### src/rtl/rxd_pkg.sv
package rxd_pkg;

    typedef enum logic [2:0] {
        ST_IDLE,
        ST_POLL,
        ST_RD_ERR,
        ST_RD_DATA,
        ST_WR_RST,
        ST_FINISH
    } drain_state_t;

    // register map of the channel as seen by the engine
    localparam logic [3:0] CTRL_ADDR  = 4'd0;
    localparam logic [3:0] ERRST_ADDR = 4'd1;
    localparam logic [3:0] DATA_ADDR  = 4'd8;

    localparam int unsigned RDY_BIT   = 0;
    localparam logic [7:0]  ERR_MASK  = 8'h70;  // parity 4, overrun 5, framing 6
    localparam logic [7:0]  RESET_CMD = 8'h30;

endpackage

### src/rtl/rxd_sat_counter.sv
module rxd_sat_counter #(
    parameter int unsigned WIDTH = 6,
    parameter int unsigned LIMIT = 32
) (
    input  logic             clk,
    input  logic             rst_n,
    input  logic             clr,
    input  logic             inc,
    output logic [WIDTH-1:0] q
);

    localparam logic [WIDTH-1:0] TOP = WIDTH'(LIMIT);

    always_ff @(posedge clk) begin
        if (!rst_n || clr) begin
            q <= '0;
        end else if (inc && q != TOP) begin
            q <= q + 1'b1;
        end
    end

endmodule

### src/rtl/rx_drain_engine.sv
module rx_drain_engine
    import rxd_pkg::*;
#(
    parameter int unsigned MAX_PASSES = 32,
    parameter int unsigned ADDR_W     = 4,
    parameter int unsigned DATA_W     = 8,
    parameter int unsigned CNT_W      = $clog2(MAX_PASSES + 1)
) (
    input  logic              clk,
    input  logic              rst_n,
    input  logic              start,
    output logic              busy,
    output logic              done,
    output logic              hit_limit,
    output logic [CNT_W-1:0]  chars_drained,
    output logic [CNT_W-1:0]  err_resets,
    output logic              acc_req,
    output logic              acc_we,
    output logic [ADDR_W-1:0] acc_addr,
    output logic [DATA_W-1:0] acc_wdata,
    input  logic              acc_ack,
    input  logic [DATA_W-1:0] acc_rdata
);

    localparam logic [CNT_W-1:0] LAST_PASS = CNT_W'(MAX_PASSES - 1);

    drain_state_t state_q, state_d;
    logic         err_q;
    logic         limit_q;
    logic         launch;
    logic         pass_end;
    logic         last_pass;
    logic         char_read;
    logic         rst_sent;
    logic [CNT_W-1:0] pass_cnt;

    assign launch    = (state_q == ST_IDLE) && start;
    assign char_read = (state_q == ST_RD_DATA) && acc_ack;
    assign rst_sent  = (state_q == ST_WR_RST) && acc_ack;
    assign pass_end  = (char_read && !err_q) || rst_sent;
    assign last_pass = (pass_cnt == LAST_PASS);

    // next-state logic
    always_comb begin
        state_d = state_q;
        unique case (state_q)
            ST_IDLE:    if (start) state_d = ST_POLL;
            ST_POLL:    if (acc_ack)
                            state_d = acc_rdata[RDY_BIT] ? ST_RD_ERR : ST_FINISH;
            ST_RD_ERR:  if (acc_ack) state_d = ST_RD_DATA;
            ST_RD_DATA: if (acc_ack)
                            state_d = err_q ? ST_WR_RST
                                    : (last_pass ? ST_FINISH : ST_POLL);
            ST_WR_RST:  if (acc_ack) state_d = last_pass ? ST_FINISH : ST_POLL;
            ST_FINISH:  state_d = ST_IDLE;
            default:    state_d = ST_IDLE;
        endcase
    end

    // state register and per-run flags
    always_ff @(posedge clk) begin
        if (!rst_n) begin
            state_q <= ST_IDLE;
            err_q   <= 1'b0;
            limit_q <= 1'b0;
        end else begin
            state_q <= state_d;
            if (state_q == ST_RD_ERR && acc_ack)
                err_q <= |(acc_rdata & ERR_MASK);
            if (launch)
                limit_q <= 1'b0;
            else if (pass_end && last_pass)
                limit_q <= 1'b1;
        end
    end

    // outputs decoded from the state
    always_comb begin
        acc_req   = 1'b0;
        acc_we    = 1'b0;
        acc_addr  = CTRL_ADDR;
        acc_wdata = '0;
        done      = 1'b0;
        unique case (state_q)
            ST_IDLE:    ;
            ST_POLL:    acc_req = 1'b1;
            ST_RD_ERR:  begin acc_req = 1'b1; acc_addr = ERRST_ADDR; end
            ST_RD_DATA: begin acc_req = 1'b1; acc_addr = DATA_ADDR;  end
            ST_WR_RST:  begin acc_req = 1'b1; acc_we = 1'b1; acc_wdata = RESET_CMD; end
            ST_FINISH:  done = 1'b1;
            default:    ;
        endcase
    end

    assign busy      = (state_q != ST_IDLE);
    assign hit_limit = limit_q;

    rxd_sat_counter #(.WIDTH(CNT_W), .LIMIT(MAX_PASSES)) u_pass_cnt (
        .clk(clk), .rst_n(rst_n), .clr(launch), .inc(pass_end), .q(pass_cnt)
    );

    rxd_sat_counter #(.WIDTH(CNT_W), .LIMIT(MAX_PASSES)) u_char_cnt (
        .clk(clk), .rst_n(rst_n), .clr(launch), .inc(char_read), .q(chars_drained)
    );

    rxd_sat_counter #(.WIDTH(CNT_W), .LIMIT(MAX_PASSES)) u_rst_cnt (
        .clk(clk), .rst_n(rst_n), .clr(launch), .inc(rst_sent), .q(err_resets)
    );


    req_held_chk: assert property (@(posedge clk) disable iff (!rst_n)
        (acc_req && !acc_ack) |=> (acc_req && $stable(acc_addr)
                                   && $stable(acc_we) && $stable(acc_wdata)));


    only_reset_write_chk: assert property (@(posedge clk) disable iff (!rst_n)
        (acc_req && acc_we) |-> (acc_addr == CTRL_ADDR && acc_wdata == RESET_CMD));


    done_single_chk: assert property (@(posedge clk) disable iff (!rst_n)
        done |=> (!done && !busy));


    limit_full_chk: assert property (@(posedge clk) disable iff (!rst_n)
        hit_limit |-> (chars_drained == CNT_W'(MAX_PASSES)));


    resets_bounded_chk: assert property (@(posedge clk) disable iff (!rst_n)
        err_resets <= chars_drained);

endmodule

### config.mk
export PLATFORM = sky130hd
export DESIGN_NAME = rx_drain_engine
export DESIGN_NICKNAME = d
export VERILOG_FILES = /design/src/rtl/rxd_pkg.sv /design/src/rtl/rxd_sat_counter.sv /design/src/rtl/rx_drain_engine.sv
export SDC_FILE = /design/constraint.sdc
export NUM_CORES = 1
export LEC_CHECK = 0
export ABC_CLOCK_PERIOD_IN_PS = 2000
export BUFFER_PORTS_ARGS = -buffer_cell sky130_fd_sc_hd__buf_2
export CAP_MARGIN = 40
export CORE_MARGIN = 5
export CORE_UTILIZATION = 45
export CTS_BUF_LIST = sky130_fd_sc_hd__clkbuf_16
export DETAILED_ROUTE_END_ITERATION = 12
export GPL_ROUTABILITY_DRIVEN = 0
export GPL_TIMING_DRIVEN = 1
export PLACE_DENSITY = 0.72
export SLEW_MARGIN = 20
export SYNTH_ARGS = -nofsm -noshare
export SYNTH_HDL_FRONTEND = slang
export SYNTH_HIERARCHICAL = 1
export SYNTH_SLANG_ARGS = --single-unit
### constraint.sdc
create_clock -name clk -period 2 [get_ports clk]
set_clock_uncertainty 0.2 [all_clocks]
set_input_delay 0.4 -clock clk [delete_from_list [all_inputs] [get_ports clk]]
set_output_delay 0.4 -clock clk [all_outputs]
set_load 0.02 [all_outputs]
# Word-level counts from Yosys, hierarchy flattened
# Index checks and enable logic that the tools add are counted.
dict set report word_totals {
  ff_bits 23
  wordCells 57
}
dict set report op_classes {
  n_addsub 3
  n_eq_ne 14
  muxes 14
  bitwise_logic 1
  n_reduce_logical 19
}
# op count
set op_table {}
lappend op_table {{2-to-1 mux 3 bit} 8}
lappend op_table {{adder 6 x 1 -> 6 bit (second input constant)} 3}
lappend op_table {{inequality test 6 bit (second input constant)} 3}
lappend op_table {{case mux 3 bit (5 select lines)} 1}
lappend op_table {{inequality test 2 bit (second input constant)} 5}
lappend op_table {{logical AND 1 bit} 9}
lappend op_table {{case mux 4 bit (2 select lines)} 1}
lappend op_table {{== test 3 x 2 -> 1 bit (second input constant)} 2}
lappend op_table {{== test 3 bit (second input constant)} 2}
lappend op_table {{== test 6 x 5 -> 1 bit (second input constant)} 1}
lappend op_table {{2-to-1 mux 6 bit} 1}
lappend op_table {{AND reduction 5 bit} 1}
lappend op_table {{OR reduction 4 bit} 1}
lappend op_table {{== test 3 x 1 -> 1 bit (second input constant)} 1}
lappend op_table {{logical NOT 3 bit} 1}
lappend op_table {{2-to-1 mux 1 bit} 3}
lappend op_table {{nonzero test 3 bit} 1}
lappend op_table {{OR reduction 3 bit} 1}
lappend op_table {{logical NOT 1 bit} 2}
lappend op_table {{logical OR 1 bit} 2}
lappend op_table {{OR reduction 2 bit} 1}
lappend op_table {{inverter 1 bit} 1}

# Longest topological paths before layout
# Gate-level depths: netlist of the first run.
dict set report logic_depth {
  depth_word 5
  ltp_mapped 7
  depth_no_buf 6
}

# By module
# Netlist of the first run, hierarchy kept.
# module instances cells_each area_each_um2 seq_area_each_um2
set modules_own_cells {}
lappend modules_own_cells {rxd_sat_counter 3 33 306.5 120.1}
lappend modules_own_cells {rx_drain_engine 1 65 521.8 100.1}

# Least setup slack after synthesis of the first run
# OpenSTA, ideal clock, no wires.
dict set report synth_timing {
  path_type {register to register}
  start {reg state_q[0]}
  end {reg u_pass_cnt.q[5]}
  setup_time_ps 70
  arrival_time_ps 1813
  required_time_ps 1730
  path_slack_ps -82
  stages_incl_launch_ff 7
  n_path_buf 1
  period_less_slack_ps 2082
  path_cell_list {dfxtp_1 -> buf_6 -> or3b_4 -> a21boi_0 -> nand4_2 -> or3_1 -> a21oi_1}
}
dict set report synth_via {
  elab_chain_len 5
  elab_cells_between_ends 10
  cone_classes {2 x eq/ne; 8 x reduce/logical}
}
# item line
set synth_rtl {}
lappend synth_rtl {{from (decl)} rx_drain_engine.sv:27} ;# drain_state_t state_q, state_d;
lappend synth_rtl {{from (signal assigned)} rx_drain_engine.sv:67} ;# state_q <= state_d;
lappend synth_rtl {{== test 3 x 2 -> 1 bit} rx_drain_engine.sv:38} ;# assign char_read = (state_q == ST_RD_DATA) && acc_ack;
lappend synth_rtl {{logical AND 1 bit} rx_drain_engine.sv:38}
lappend synth_rtl {{logical AND 1 bit} rx_drain_engine.sv:40} ;# assign pass_end = (char_read && !err_q) || rst_sent;
lappend synth_rtl {{logical OR 1 bit *} rx_drain_engine.sv:40}
lappend synth_rtl {{named net pass_end} rx_drain_engine.sv:31} ;# logic pass_end;
lappend synth_rtl {{logical AND 1 bit *} rxd_sat_counter.sv:17} ;# end else if (inc && q != TOP) begin
lappend synth_rtl {{to (signal assigned)} rxd_sat_counter.sv:18} ;# q <= q + 1'b1;
lappend synth_rtl {{to (decl)} rxd_sat_counter.sv:9} ;# output logic [WIDTH-1:0] q
# The timed path passes the listed nets; every way through them passes the cells marked *.
# A chain may end at the register's enable or synchronous reset.

# Worst setup path after layout of the first run
dict set report layout_timing {
  start {reg state_q[2]}
  end {out acc_we}
}
dict set report layout_via {
  elab_chain_len 2
}
# item line
set layout_rtl {}
lappend layout_rtl {{== test 3 bit} rx_drain_engine.sv:84} ;# unique case (state_q)
lappend layout_rtl {{2-to-1 mux 1 bit} rx_drain_engine.sv:84}
lappend layout_rtl {{to (decl)} rx_drain_engine.sv:18} ;# output logic acc_we,
# No other way between the ends.

==> run summary, run 1 <==
MaxCap Viol Count: 0
reg2reg start: state_q[2]
CP top delay family: simple AND/OR/NAND/NOR gates
total grt overflow: 0
Post-Synthesis Cells: 164
cts bufs inserted: 3
initial antenna violation count: 0
register bit total from synthesis: 23
post-DR vias/cell: 4.971
die area: 4435 um^2
simple-gate share of the synthesized area: 27.43%
crit path DAT: 1.37 ns
CTS max path bufs: 2
synthesized cell area: 1441 um^2
sequential fraction of the synthesis area: 31.94%
height of the die: 66.60 um
status: completed
compound-cell area share of the yosys netlist: 13.02%
WHS Path Cells: 2
worst hold endpoint: state_q[2]
Cells after DPL: 236
Clock Root Buffer: clkbuf_16
Worst path most repeated cell: buf_4
Max IR drop VDD: 0.3250 mV
DRT Wirelength: 2982 um
H-tree depth: 1
Worst Path Buf+Inv: 3
Final Non-Filler Cells: 242
initial core utilization: 47.21%
Period minus WS final: 1.970 ns
final core occ: 57.30%
Area Overhead vs Synth: 21.35%
final setup vio count: 0
ys flop type: dfxtp_1
GRT Util Overall: 14.56%
WP depth: 4
peak fanout along the critical path: 4
ant diodes: 0
Final ANT Viol Nets: 0
total power: 1.048 mW
row cnt: 20
CTS clk-pin slew, worst paths: 0.06 ns
vias in the first global route: 1185
layout cells sized above 1: 29.80%
Setup CP Type: reg -> out
1st-iter DRT viols: 20
CP endpoint kind: output pin
number of enable flip-flop cells after synthesis: 0
final worst-path cycle share: 98.48%
via count: 1203
placed instance area: 1612 um^2
RR Endpoint: u_char_cnt/q[5]
largest family of logic cells by synthesized area: simple AND/OR/NAND/NOR gates
largest net degree at the start of global routing: 14
Yosys cell types: 39
post-synthesis mux area share: 6.337%
Max stage delay on crit path: 0.39 ns
Top-Level Pins: 41
Avg Synthesized Cell Area: 8.789 um^2
later-pin clock latency in the skew report: 0.25 ns
Fillers: 292
TritonRoute pass-1 iters: 4
CTS tree: yes
worst r2r path cells: 7
Post-route DRC: 0
Worst Setup SP: state_q[2]
WL/cell: 12.32 um
critical path's slowest cell: or3b_4
HP Class: in -> reg
width of the die: 66.60 um
Max Slew Vio Count: 0
RSZ-0062 raised after global routing: true
IO Port Bufs: 28
asr flop ratio synth: 0%
f_max: 507.7 MHz
core area: 3053 um^2
dpl hpwl: 2292 um
Critical Path, Cell by Cell: or3b_4 -> buf_4 -> inv_2 -> buf_4
reg2reg setup slack: 0.15 ns
Fin. Hold Viols: 0
xor and xnor fraction of the mapped netlist area: 5.469%
post-route cell area: 1749 um^2
hold path startpoint: rst_n
Power Dens Cells: 599.1 nW/um^2
synthesized-area fraction occupied by adder cells: 5.208%
clock sinks: 23
Setup crit start kind: flip-flop
Leak: 0.7801 nW
YS warnings: 6
# nets final: 217
first-pass GRT wire length: 5188 um
CP Data Required Time: 1.40 ns
[flip-flops by register name, summed over array words and instances, names as in the netlist]
name	count
u_rst_cnt/q	6
hit_limit	1
u_char_cnt/q	6
err_q	1
state_q	3
u_pass_cnt/q	6
[layer usage]
metal	track usage (%)	wire length (um)
met5	0	0
met4	3.046	30
met3	3.035	109
met2	27.48	1589
met1	16.58	1253
[metrics by stage]
step	TNS, ns	worst slack (ns)	hold slack [ns]
4_1_cts	0	0.006569	0.2760
5_1_grt	-0.001730	-0.001138	0.2798
3_5_place_dp	0	0.06020	0.2980
2_1_floorplan	0	0.02679	0.2880
6_report	0	0.03034	0.2746
3_3_place_gp	0	0.1029	0.2972
[area by class of cell]
type / count / area [um^2] / area share, %
multi-input combinational: 122 / 872.1 / 49.86
sequential: 23 / 464.2 / 26.54
timing repair buffer: 37 / 232.7 / 13.30
clock buffer: 3 / 75.07 / 4.292
tap: 44 / 55.05 / 3.147
inverter: 12 / 45.04 / 2.575
clock inverter: 1 / 5.005 / 0.2861
[report_power, final]
part / leakage (nW) / total, mW / switching (mW) / internal, mW
Clock: 0.0409 / 0.431 / 0.162 / 0.269
Sequential: 0.187 / 0.469 / 0.00543 / 0.464
Combinational: 0.552 / 0.147 / 0.0868 / 0.0606
[kinds of logic (layout without fill, tap and decap cells)]
kind of cell,Yosys count,count (layout)
simple gates,65,65
buf+inv,26,53
compound gates,25,25
flops,23,23
xor+xnor,9,9
mux,9,9
fa+ha+maj,6,6
other cells,1,8
[cells in the final DEF, fill, tap and decap left out, types with 5 or more instances in the layout]
cell	count
mux2i_1	8
a211oi_1	5
buf_2	24
nand2_1	20
inv_1	11
dfxtp_1	20
xor2_1	9
nor2_1	10
buf_4	9
a21oi_1	6
conb_1	8
ha_1	6
[synthesized netlist by cell type (2+ instances only)]
cell type | number | area share (%)
a211oi_1 | 5 | 2.6
a21boi_1 | 3 | 1.6
a21oi_1 | 6 | 2.1
and2_1 | 2 | 0.87
buf_2 | 2 | 0.69
buf_4 | 11 | 5.7
dfxtp_1 | 23 | 32
ha_1 | 6 | 5.2
inv_1 | 12 | 3.1
mux2i_1 | 8 | 5.6
nand2_1 | 20 | 5.2
nand2b_1 | 4 | 1.7
nand3b_1 | 3 | 1.6
nand4_1 | 4 | 1.7
nand4_2 | 3 | 2.6
nor2_1 | 10 | 2.6
nor2b_1 | 3 | 1.3
nor3_1 | 2 | 0.69
nor4b_2 | 3 | 3.1
o21ai_0 | 4 | 1.4
or3_1 | 4 | 1.7
xor2_1 | 9 | 5.5
[worst max path at each step]
stage	endpoint	slack (ns)
finish	acc_we	0.03
global route	acc_wdata[5]	-0.001
floorplan	u_pass_cnt/q[5]	0.03
CTS	acc_wdata[5]	0.007
global placement	u_pass_cnt/q[5]	0.10
detailed placement	u_pass_cnt/q[5]	0.06
[timing repair]
action                                  in CTS  in global routing
hold buffers                                 0                  0
endpoints found under the setup margin       1                  8
hold endpoints to repair                     0                  0
gates resized for setup                      2                 13
pin swaps                                    0                  0
cloned                                       0                  0
setup buffers                                0                  2
Note: power is estimated with default switching activity, not from simulation.
==> run 2: changes to the inputs <==
Settings changed: CORE_UTILIZATION 45 to 46, PLACE_DENSITY 0.72 to 0.74.
==> run 2 against run 1 <==
Design area up 0.36%. Maximum frequency about the same. First-iteration DRC count increased by 35%. Flip-flop and latch count unchanged. Sequential power barely moved. Clock power fell by 3%. Worst setup slack gained 0.0018 ns. Via count down 1.2%. Die area shrank 1.9%. Critical endpoint is now acc_req. Highest routed layer unchanged.
==> run summary, run 2 (synthesis gave the netlist of run 1 again) <==
final worst-path cycle share: 98.39% (about the same)
reg2reg start: state_q[2]
width of the die: 65.98 um (-0.93%)
Cells after DPL: 237 (+0.42%)
hold buffer count at cts: 0 (unchanged)
vias in the first global route: 1098 (-7.3%)
Setup crit start kind: flip-flop
CTS tree: yes
TritonRoute pass-1 iters: 4 (unchanged)
CTS max path bufs: 2 (unchanged)
core area: 3028 um^2 (-0.82%)
Fillers: 276 (-5.5%)
biggest regs: u_char_cnt/q (6), u_pass_cnt/q (6), u_rst_cnt/q (6)
placed instance area: 1619 um^2 (+0.47%)
layout cells sized above 1: 28.93% (-0.86 points)
clock sinks: 23 (unchanged)
# nets final: 216 (-0.46%)
post-route cell area: 1755 um^2 (+0.36%)
Top-Level Pins: 41 (unchanged)
Fin. Hold Viols: 0 (unchanged)
f_max: 508.2 MHz (about the same)
1st-iter DRT viols: 27 (+35%)
IO Port Bufs: 28 (unchanged)
commonest non-fill, non-tap cell in the layout: buf_2
cts bufs inserted: 3 (unchanged)
Post-route DRC: 0 (unchanged)
status: completed
initial core utilization: 47.60% (+0.39 points)
peak fanout along the critical path: 9 (+5)
first-pass GRT wire length: 4685 um (-9.7%)
total grt overflow: 0 (unchanged)
Post-CTS Setup Repair Bufs: 0 (unchanged)
HP Class: in -> reg
CP endpoint kind: output pin
Worst Setup SP: state_q[0]
post-DR vias/cell: 4.929 (-0.84%)
worst r2r path cells: 5 (-2)
WHS Path Cells: 2 (unchanged)
row cnt: 20 (unchanged)
H-tree depth: 1 (unchanged)
Clock Root Buffer: clkbuf_16
Area Overhead vs Synth: 21.79%
WL/cell: 11.75 um (-4.6%)
Final ANT Viol Nets: 0 (unchanged)
Period minus WS final: 1.968 ns (-0.001762 ns)
hold_ws: 0.2632 ns (-0.01140 ns)
Setup TNS: 0 ns (unchanged)
die area: 4353 um^2 (-1.9%)
GRT Util Overall: 13.70% (-0.86 points)
CP Data Required Time: 1.40 ns (about the same)
ant diodes: 0 (unchanged)
later-pin clock latency in the skew report: 0.25 ns (about the same)
Max Slew Vio Count: 0 (unchanged)
final setup vio count: 0 (unchanged)
CTS clk-pin slew, worst paths: 0.06 ns (about the same)
worst hold endpoint: state_q[2]
MaxCap Viol Count: 0 (unchanged)
DRT Wirelength: 2832 um (-5.0%)
crit path DAT: 1.37 ns (about the same)
Leak: 0.7814 nW (+0.16%)
hold path startpoint: rst_n
Max IR drop VDD: 0.5407 mV (+66%)
RR Endpoint: u_pass_cnt/q[5]
reg2reg setup slack: 0.07 ns (-0.08 ns)
Power Dens Cells: 591.8 nW/um^2 (-1.2%)
largest net degree at the start of global routing: 13 (-1)
height of the die: 65.98 um (-0.93%)
commonest cells after routing, fill and taps aside: 24 x buf_2, 21 x dfxtp_1, 20 x nand2_1, 12 x inv_1, 10 x nor2_1
Final Non-Filler Cells: 241 (-0.41%)
Setup CP Type: reg -> out
dpl hpwl: 2111 um (-7.9%)
initial antenna violation count: 0 (unchanged)
via count: 1188 (-1.2%)
==> run 2: worst max-delay path by stage <==
stage / end / cells past startpoint
after detailed placement: u_pass_cnt/q[5] / 5
final: acc_req / 4
after floorplan: u_pass_cnt/q[5] / 6
after CTS: acc_wdata[5] / 4
after global routing: u_pass_cnt/q[5] / 5
after global placement: u_pass_cnt/q[5] / 5
==> run 2: final cells by class <==
class / count / area [um^2] / share of cell area (%)
clock buffers: 3 / 75.07 / 4.277
clock inverters: 1 / 3.754 / 0.2138
inverters: 12 / 47.55 / 2.708
multi-input cells: 122 / 874.6 / 49.82
flip-flops and latches: 23 / 462.9 / 26.37
well taps: 44 / 55.05 / 3.136
repair buffers: 36 / 236.5 / 13.47
==> run 2: critical path, stage by stage, from the launching register on <==
cell	delay [ns]
dfxtp_2	0.33
buf_6	0.13
or3_4	0.38
and2_4	0.15
buf_6	0.12
==> run 2: per-layer routing <==
metal	global-route usage [%]	part of all wire, %	up-vias
li1	-	-	620
met1	16.89	46	548
met2	23.03	49	18
met3	4.082	4.1	2
met4	3.807	0.67	0
met5	0	0	-
==> run 2: through the flow <==
step / util (%) / power (mW) / setup slack (ns)
after global placement: 53.47 / 0.6116 / 0.06852
after CTS: 56.28 / 1.041 / -0.01357
after detailed placement: 53.47 / 0.6127 / 0.04987
after global routing: 57.98 / 1.090 / -0.03253
after floorplan: - / 0.5870 / 0.02679
final: 57.98 / 1.039 / 0.03211
==> run 2: repair_timing <==
| action | in CTS | in global routing |
|---|---|---|
| endpoints found under the setup margin | 4 | 8 |
| hold endpoints to repair | 0 | 0 |
| pin swaps | 0 | 0 |
| resized for setup | 2 | 17 |
| cloned | 0 | 0 |
==> run 2: report_power, final <==
part	total (mW)	switching, mW	leakage (nW)	internal, mW
sequential	0.469	0.00503	0.186	0.464
combinational	0.152	0.0873	0.553	0.0648
clock	0.418	0.151	0.0423	0.266
total	1.04	0.244	0.781	0.795
==> run 3: changes to the inputs <==
Settings changed: ABC_AREA set to 1, CORE_UTILIZATION 46 to 40, PLACE_DENSITY 0.74 to 0.65.
==> run 3 against run 2 <==
Final cell count is 27% higher. Sequential share of layout area is 1.0 points lower. Maximum frequency is 2.5% higher. Largest cell class unchanged. Largest power group unchanged. Highest routed layer unchanged.
==> run summary, run 3 <==
Worst Path Buf+Inv: 4 (+2)
Fin. Hold Viols: 0 (unchanged)
peak fanout along the critical path: 5 (-4)
Top-Level Pins: 41 (unchanged)
Max Slew Vio Count: 0 (unchanged)
Avg Synthesized Cell Area: 6.991 um^2 (-20%)
Leak: 0.8182 nW (+4.7%)
WHS Path Cells: 3 (+1)
synth top area cells: dfxtp_1 29%, nor2_1 8.0%, inv_1 7.8%
MaxCap Viol Count: 0 (unchanged)
Final ANT Viol Nets: 0 (unchanged)
status: completed
die area: 5347 um^2 (+23%)
Max Used Layer: met4
core area: 3943 um^2 (+30%)
height of the die: 73.13 um (+11%)
synthesized-area fraction occupied by adder cells: 4.710% (-0.50 points)
row cnt: 23 (+15%)
largest family of logic cells by synthesized area: simple AND/OR/NAND/NOR gates
asr flop ratio synth: 0% (unchanged)
# nets final: 276 (+28%)
Area Overhead vs Synth: 14.29%
simple-gate share of the synthesized area: 38.85% (+11 points)
critical path's slowest cell: dfxtp_2
TritonRoute pass-1 iters: 4 (unchanged)
H-tree depth: 1 (unchanged)
1st-iter DRT viols: 58 (+110%)
Max IR drop VDD: 0.5027 mV (-7.0%)
Commonest cells post-synth: 34 x nor2_1, 33 x inv_1, 30 x nand2_1
compound-cell area share of the yosys netlist: 7.849% (-5.2 points)
layout cells sized above 1: 30.74% (+1.8 points)
initial antenna violation count: 0 (unchanged)
later-pin clock latency in the skew report: 0.25 ns (about the same)
CP endpoint kind: output pin
Clock Root Buffer: clkbuf_16
worst hold endpoint: state_q[0]
Setup CP Type: reg -> out
RSZ-0062 raised after global routing: false
Yosys cell types: 25 (-36%)
number of enable flip-flop cells after synthesis: 0 (unchanged)
Setup TNS: 0 ns (unchanged)
Post-Synthesis Cells: 228 (+39%)
via count: 1399 (+18%)
WL met1: 1396 um (+7.4%)
CTS max path bufs: 2 (unchanged)
GRT Util Overall: 12.27% (-1.4 points)
post-DR vias/cell: 4.557 (-7.6%)
width of the die: 73.13 um (+11%)
commonest non-fill, non-tap cell in the layout: nor2_1
CTS tree: yes
ant diodes: 0 (unchanged)
Period minus WS final: 1.920 ns (-0.04787 ns)
register bit total from synthesis: 23 (unchanged)
CP top delay family: buffers and inverters
reg2reg start: state_q[2]
vias in the first global route: 1291 (+18%)
Critical Path, Cell by Cell: buf_4 -> nor2_2 -> inv_2 -> nor2_4 -> inv_2 -> nand4_1 -> buf_2
f_max: 520.8 MHz (+2.5%)
commonest cells after routing, fill and taps aside: 34 x nor2_1, 33 x inv_1, 30 x nand2_1, 28 x buf_2, 22 x dfxtp_1
ys flop type: dfxtp_1
Worst path most repeated cell: inv_2
Power Dens Cells: 773.2 nW/um^2 (+31%)
hold path startpoint: rst_n
total grt overflow: 0 (unchanged)
clock sinks: 23 (unchanged)
dpl hpwl: 2417 um (+14%)
Post-route DRC: 0 (unchanged)
Setup crit start kind: flip-flop
YS warnings: 6 (unchanged)
HP Class: in -> reg
first-pass GRT wire length: 5223 um (+11%)
WP depth: 7 (+3)
post-route cell area: 1822 um^2 (+3.8%)
WL/cell: 10.01 um (-15%)
met3 WL: 146 um (+26%)
RR Endpoint: u_pass_cnt/q[4]
final setup vio count: 0 (unchanged)
cts bufs inserted: 3 (unchanged)
Post-CTS Setup Repair Bufs: 0 (unchanged)
reg2reg setup slack: 0.24 ns (+0.17 ns)
xor and xnor fraction of the mapped netlist area: 1.648% (-3.8 points)
sequential fraction of the synthesis area: 28.89% (-3.1 points)
crit path DAT: 1.32 ns (-0.05 ns)
initial core utilization: 40.43% (-7.2 points)
worst r2r path cells: 9 (+4)
met2 WL: 1490 um (+6.7%)
Worst Setup SP: state_q[0]
DRT Wirelength: 3074 um (+8.5%)
Synth area leader: dfxtp_1
final worst-path cycle share: 96.00% (-2.4 points)
area share of the largest cell type after synthesis: 28.89% (-3.1 points)
top-count cell post-synth: nor2_1
placed instance area: 1740 um^2 (+7.5%)
biggest regs: u_char_cnt/q (6), u_pass_cnt/q (6), u_rst_cnt/q (6)
Max stage delay on crit path: 0.36 ns (-0.02 ns)
post-synthesis mux area share: 0% (-6.3 points)
largest net degree at the start of global routing: 14 (+1)
CTS clk-pin slew, worst paths: 0.06 ns (about the same)
CP Data Required Time: 1.40 ns (about the same)
IO Port Bufs: 28 (unchanged)
synthesized cell area: 1594 um^2 (+11%)
-- run 3: how the worst max path moves through the flow --
stage,end
after floorplan,u_pass_cnt/q[4]
after global placement,u_pass_cnt/q[4]
after global routing,acc_req
after CTS,acc_req
after detailed placement,u_pass_cnt/q[4]
final,acc_req
-- run 3: through the flow --
stage / std cells / util, % / hold WS (ns) / setup WS (ns) / total power [mW]
6_report: 307 / 46.21 / 0.2211 / 0.07998 / 1.409
5_1_grt: 307 / 46.21 / 0.2214 / 0.001242 / 1.515
4_1_cts: 307 / 46.18 / 0.2203 / 0.02468 / 1.434
3_5_place_dp: 303 / 44.14 / 0.2966 / 0.2390 / 0.9914
3_3_place_gp: 303 / 44.14 / 0.2879 / 0.2496 / 0.9875
2_1_floorplan: 235 / - / 0.2914 / 0.3290 / 0.9158
-- run 3: timing repair --
item,4_1_cts,5_1_grt
hold buffers,0,0
resized for setup,0,1
hold endpoints to repair,0,0
endpoints found under the setup margin,0,1
-- run 3: area by class of cell --
cell class / instances / area, um^2
fillers: 403 / 2121
multi-input cells: 157 / 875.8
flip-flops and latches: 23 / 461.7
repair buffers: 33 / 177.7
inverters: 40 / 163.9
clock buffers: 3 / 75.07
well taps: 50 / 62.56
clock inverters: 1 / 5.005
-- run 3: worst reg2reg max path, delay by kind of cell, from the launching register on --
family	cells	cell delay [ns]
buf+inv	2	0.20
xor+xnor	1	0.13
flops	1	0.39
simple gates	5	0.57
compound gates	1	0.18
-- run 3: kinds of logic (layout without fill, tap and decap cells) --
family | after synthesis | count (layout)
compound gates | 22 | 22
simple gates | 118 | 118
buf+inv | 55 | 77
xor+xnor | 3 | 3
flops | 23 | 23
fa+ha+maj | 6 | 6
other cells | 1 | 8
-- run 3: per-layer routing --
metal  vias to the layer above  track usage, %
li1                        754               -
met1                       616           14.24
met2                        25           21.85
met3                         4           3.306
met4                         0           3.484
met5                         -               0
-- run 3: report_power, final --
part	internal [mW]	leakage [nW]	switching, mW
logic	0.164	0.592	0.303
registers	0.480	0.186	0.0355
clock network	0.268	0.0409	0.158
total	0.912	0.818	0.496
